File: config.mk
export PLATFORM = sky130hd
export DESIGN_NAME = core_axi_line_bridge
export DESIGN_NICKNAME = d
export VERILOG_FILES = /design/src/rtl/core_axi_line_bridge.sv
export SDC_FILE = /design/constraint.sdc
export NUM_CORES = 1
export LEC_CHECK = 0
export BUFFER_PORTS_ARGS = -buffer_cell sky130_fd_sc_hd__buf_2
export CORE_AREA = 2 2 288 290
export CTS_BUF_LIST = sky130_fd_sc_hd__clkbuf_8 sky130_fd_sc_hd__clkbuf_16
export DETAILED_ROUTE_END_ITERATION = 10
export DIE_AREA = 0 0 290 292
export GPL_TIMING_DRIVEN = 0
export SYNTH_ARGS = -nofsm -noshare
export SYNTH_HDL_FRONTEND = slang
export SYNTH_SLANG_ARGS = --single-unit
File: constraint.sdc
create_clock -name clk -period 1.42 [get_ports clk]
set_input_delay 0.142 -clock clk [delete_from_list [all_inputs] [get_ports clk]]
set_output_delay 0.142 -clock clk [all_outputs]
set_load 0.01 [all_outputs]
File: src/rtl/core_axi_line_bridge.sv
module core_axi_line_bridge #(
  parameter int ADDR_W     = 32,
  parameter int LINE_BYTES = 32,
  parameter int WORD_BYTES = 4
) (
  input  logic                    clk,
  input  logic                    rst_n,
  input  logic [ADDR_W-1:0]       core_addr,
  input  logic                    core_rd_req,
  input  logic                    core_wr_req,
  input  logic [WORD_BYTES*8-1:0] core_wr_data,
  output logic [WORD_BYTES*8-1:0] core_rd_data,
  output logic                    core_busy,
  output logic                    core_ack,
  output logic [ADDR_W-1:0]       m_araddr,
  output logic [7:0]              m_arlen,
  output logic [2:0]              m_arsize,
  output logic [1:0]              m_arburst,
  output logic                    m_arvalid,
  input  logic                    m_arready,
  input  logic [LINE_BYTES*8-1:0] m_rdata,
  input  logic                    m_rvalid,
  output logic                    m_rready,
  output logic [ADDR_W-1:0]       m_awaddr,
  output logic [7:0]              m_awlen,
  output logic [2:0]              m_awsize,
  output logic [1:0]              m_awburst,
  output logic                    m_awvalid,
  input  logic                    m_awready,
  output logic [LINE_BYTES*8-1:0] m_wdata,
  output logic [LINE_BYTES-1:0]   m_wstrb,
  output logic                    m_wlast,
  output logic                    m_wvalid,
  input  logic                    m_wready,
  input  logic                    m_bvalid,
  output logic                    m_bready
);
  localparam int WORD_W = WORD_BYTES * 8;
  localparam int SLOTS  = LINE_BYTES / WORD_BYTES;
  localparam int SLOT_W = $clog2(SLOTS);
  localparam int WOFS_W = $clog2(WORD_BYTES);
  localparam int LOFS_W = $clog2(LINE_BYTES);
  localparam int HI_W   = ADDR_W - LOFS_W;

  typedef enum logic [2:0] {S_IDLE, S_ADDR, S_DATA, S_RESP, S_ACK} st_t;

  st_t               st;
  logic              is_wr;
  logic [HI_W-1:0]   line_hi;
  logic [SLOT_W-1:0] slot;
  logic [WORD_W-1:0] wr_word;
  logic [WORD_W-1:0] rd_word;
  logic              accept;
  logic              unused_lo;

  assign unused_lo = ^core_addr[WOFS_W-1:0];
  assign accept    = (st == S_IDLE) && (core_rd_req || core_wr_req);

  always_ff @(posedge clk) begin
    if (!rst_n) begin
      st      <= S_IDLE;
      is_wr   <= 1'b0;
      line_hi <= '0;
      slot    <= '0;
      wr_word <= '0;
      rd_word <= '0;
    end else begin
      case (st)
        S_IDLE: if (accept) begin
          is_wr   <= core_wr_req;
          line_hi <= core_addr[ADDR_W-1:LOFS_W];
          slot    <= core_addr[LOFS_W-1:WOFS_W];
          wr_word <= core_wr_data;
          st      <= S_ADDR;
        end
        S_ADDR: if (is_wr ? m_awready : m_arready) st <= is_wr ? S_DATA : S_RESP;
        S_DATA: if (m_wready) st <= S_RESP;
        S_RESP: begin
          if (is_wr && m_bvalid) st <= S_ACK;
          if (!is_wr && m_rvalid) begin
            rd_word <= m_rdata[slot*WORD_W +: WORD_W];
            st      <= S_ACK;
          end
        end
        S_ACK:   st <= S_IDLE;
        default: st <= S_IDLE;
      endcase
    end
  end

  assign core_rd_data = rd_word;
  assign core_busy    = (st != S_IDLE);
  assign core_ack     = (st == S_ACK);

  assign m_araddr  = {line_hi, {LOFS_W{1'b0}}};
  assign m_awaddr  = {line_hi, {LOFS_W{1'b0}}};
  assign m_arlen   = 8'd0;
  assign m_awlen   = 8'd0;
  assign m_arsize  = 3'(LOFS_W);
  assign m_awsize  = 3'(LOFS_W);
  assign m_arburst = 2'b01;
  assign m_awburst = 2'b01;
  assign m_wlast   = 1'b1;
  assign m_arvalid = (st == S_ADDR) && !is_wr;
  assign m_awvalid = (st == S_ADDR) && is_wr;
  assign m_wvalid  = (st == S_DATA);
  assign m_rready  = (st == S_RESP) && !is_wr;
  assign m_bready  = (st == S_RESP) && is_wr;

  for (genvar g = 0; g < SLOTS; g++) begin : g_lane
    assign m_wdata[g*WORD_W +: WORD_W]         = wr_word;
    assign m_wstrb[g*WORD_BYTES +: WORD_BYTES] = (slot == SLOT_W'(g)) ? '1 : '0;
  end
endmodule


==> results by group <==
Routing
  • DR pass1 iterations: 4
  • Drt total wl: 47900 um
  • Via count: 9312
  • DRC viols: 0
  • DR vias/cell: 3.30
  • Initial DRC Count: 410
  • Mean routed wirelength per cell: 17.0 um
  • Post-route ant nets: 0

Floorplanning
  • Die Y: 292 um
  • Die Area: 84700 sq um
  • Core area: 81600 sq um
  • Starting density of the core: 9.78%
  • Chip Width: 290 um
  • IO Count: 747
  • Rows: 105

GRT
  • Number of global-route vias before repair: 8543
  • Largest net degree at the start of global routing: 19
  • Initial antenna violation count: 25
  • Total congestion overflow: 0
  • First-pass GRT wire length: 62200 um
  • GRT Total Usage: 10.4%

STA
  • Final Cycle Share: 127%
  • Final setup vio count: 131
  • Slew Viols, Final: 0
  • RSZ-0062 raised after global routing: yes
  • Hold WS: 0.0429 ns
  • Maximum clock frequency: 0.553 GHz
  • Setup Skew: 0.0323 ns
  • Final Critical Period: 1.81 ns
  • Relative slew slack: 40.8%
  • Final hold violations: 0
  • Tightest Pin Transition: 0.888 ns
  • Worst setup margin: -0.389 ns

Power and ir drop
  • Worst vdd ir: 0.000516 V
  • P_leak: 8.36 nW
  • Combinational group share of total power: 53.5%
  • Clk pwr share: 21.0%
  • Sw Ratio: 37.9%
  • Pint: 8.25 mW
  • Sw power: 5.04 mW
  • PwrDens: 822 nW/um^2
  • Flop pwr share: 25.5%

Final layout
  • Final Core Density: 19.8%
  • Post-layout nets: 2071
  • Synth-to-layout area growth: 103%
  • Layout cells sized above 1: 78.7%

CTS
  • CTS tree: built
  • Clk slew on worst S/H paths: 0.08 ns
  • Sink Count: 98
  • Max Buffers Root-to-Sink: 2
  • Htree depth: 3
  • Root buf cell: clkbuf_16
  • CTS buffer count: 9
  • Clk Latency, worst-skew pair: 0.41 ns

Synth
  • Cell count after synthesis: 862
  • Flop and latch count out of synthesis: 98
  • Post-synthesis simple-gate area fraction: 8.96%
  • Ys Warns: 0
  • Synth cell count leaders: buf_4 (314), nand2_1 (133), dfxtp_1 (98), a21boi_1 (60), mux4_2 (48)
  • Mux share of post-synthesis cell area: 20.1%
  • Count leader, synth: buf_4
  • Yosys top cell area share: 29.6%
  • Primary FF master, synth: dfxtp_1
  • Post-synthesis sequential area ratio: 24.6%
  • Post-synthesis compound-gate area fraction: 12.3%
  • Mean post-synth cell area: 9.25 sq um
  • Largest family of logic cells by synthesized area: buffers and inverters
  • Adder-Cell Fraction of Synth Area: 0%
  • Largest area contributor in the netlist: buf_4
  • Post-synthesis cell area: 7980 sq um
  • Post-synth EDFFs: 0
  • Synth unique cells: 42
  • Ys async rst share: 0%
  • Post-synthesis xor/xnor area fraction: 0%
  • Ranking of synthesized cells by area: buf_4 (30%), dfxtp_1 (25%), mux4_2 (14%)

Placement
  • Gp weighted congestion: 0.860
  • I/O Buffers: 707
  • HPWL after detailed placement: 36700 um

Worst setup path
  • Crit path cell chain: buf_12 -> buf_12 -> buf_12 -> nor3_4 -> buf_4 -> buf_6
  • Critical R2R Capture: core_rd_data[9]
  • Delay-heaviest family, CP: buffers and inverters
  • Reg2Reg Setup Slack: -0.34 ns
  • WP buf/inv: 5
  • Critical Path AT: 1.67 ns
  • Crit-path slowest cell: dfxtp_2
  • Startpoint types: register
  • CP Capture Type: output pin
  • WP data required: 1.28 ns
  • CP peak stage delay: 0.33 ns
  • Worst flop-to-flop path startpoint: slot[0]
  • CP max FO: 6
  • Critical path class: register to output pin
  • CP dominant cell by count: buf_12
  • R2R cell count: 6

Status
  • Failing checks: negative setup slack
  • Status: finished with violations

Min path
  • Hold path endpoint: wr_word[17]
  • Min-delay worst type: input pin to register
  • Worst Hold Launch: core_wr_data[17]
  • Hold depth: 3

Flow run
  • Max-cap violations: 0
## stage by stage
step | power [mW] | setup TNS, ns | setup slack [ns] | std cells | cell area (sq um)
6_report | 13.3 | -21.79 | -0.389 | 2823 | 16200
5_1_grt | 14.1 | -31.74 | -0.447 | 2818 | 16100
4_1_cts | 12.9 | -21.69 | -0.434 | 2799 | 15300
3_5_place_dp | 8.69 | -64.37 | -0.881 | 2674 | 13000
2_1_floorplan | 6.46 | -0.452 | -0.0514 | 897 | 8160
3_3_place_gp | 8.65 | -82.51 | -1.15 | 2674 | 13000
## layout by cell type, fill, tap and decap left out, types with 9 or more instances in the layout
master           n
a21boi_1        47
a21boi_2        15
buf_12          27
buf_2          685
buf_4          324
buf_6           69
buf_8           12
clkbuf_16       16
conb_1          37
dfxtp_1         71
dfxtp_2         21
dlygate4sd3_1   61
mux2_4           9
mux2i_1         30
mux4_2          48
nand2_1         56
nand2_2         50
nand2_4         27
o2bb2ai_1       24
## sequential cells by signal, indices dropped and copies added (netlist names)
name,count
line_hi,27
st,3
core_rd_data,32
wr_word,32
slot,3
is_wr,1
## power by group through the flow
| stage | sequential (mW) | clock [mW] | combinational (mW) |
|---|---|---|---|
| final | 3.39 | 2.79 | 7.10 |
| after detailed placement | 3.37 | 0 | 5.32 |
| after CTS | 3.34 | 3.01 | 6.54 |
| after global routing | 3.44 | 3.08 | 7.58 |
| after floorplan | 3.36 | 0 | 3.11 |
| after global placement | 3.36 | 0 | 5.29 |
## worst max-delay path by stage
stage	from	endpoint	slack, ns	cells past startpoint
floorplan	slot[2]	m_wstrb[25]	-0.05	5
global placement	rst_n	slot[2]	-1.15	4
detailed placement	st[0]	slot[0]	-0.88	5
CTS	slot[2]	m_wstrb[1]	-0.43	6
global route	slot[1]	m_wstrb[15]	-0.45	6
finish	slot[2]	m_wstrb[1]	-0.39	6
## layer usage
metal  GRT usage [%]  wire [um]  vias up
met5               0        158        -
met4            3.39       1250       28
met3            4.68       4920       77
met2            15.8      21300      538
met1            13.0      20300     4292
li1                -          -     4377
## timing repair
action                                  CTS  global route
endpoints found under the setup margin  182           170
setup buffers                            45            23
cloned                                    7             7
hold endpoints to repair                 61             0
hold buffers                             61             0
pin swaps                                19            90
gates resized for setup                 208           204
## worst min-delay path: cells and delay by family
| family | cells | cell delay [ns] |
|---|---|---|
| compound gates | 1 | 0.04 |
| simple gates | 1 | 0.06 |
| buf+inv | 1 | 0.14 |
## cell type report
cell class,count,area (sq um)
diodes,6,15.0
inverters,5,31.3
fillers,8990,65400
multi-input cells,430,4170
clock inverters,6,57.6
repair buffers,841,5310
well taps,1070,1340
clock buffers,10,239
flip-flops and latches,98,2010
plain buffers,357,2990
## cell families after synthesis
family,after synthesis
buffers and inverters,370
AND/OR/NAND/NOR,167
AO/OA/AOI/OAI,128
flip-flops,98
multiplexers,97
other,2
No activity file was read; power rests on OpenSTA's default activity.
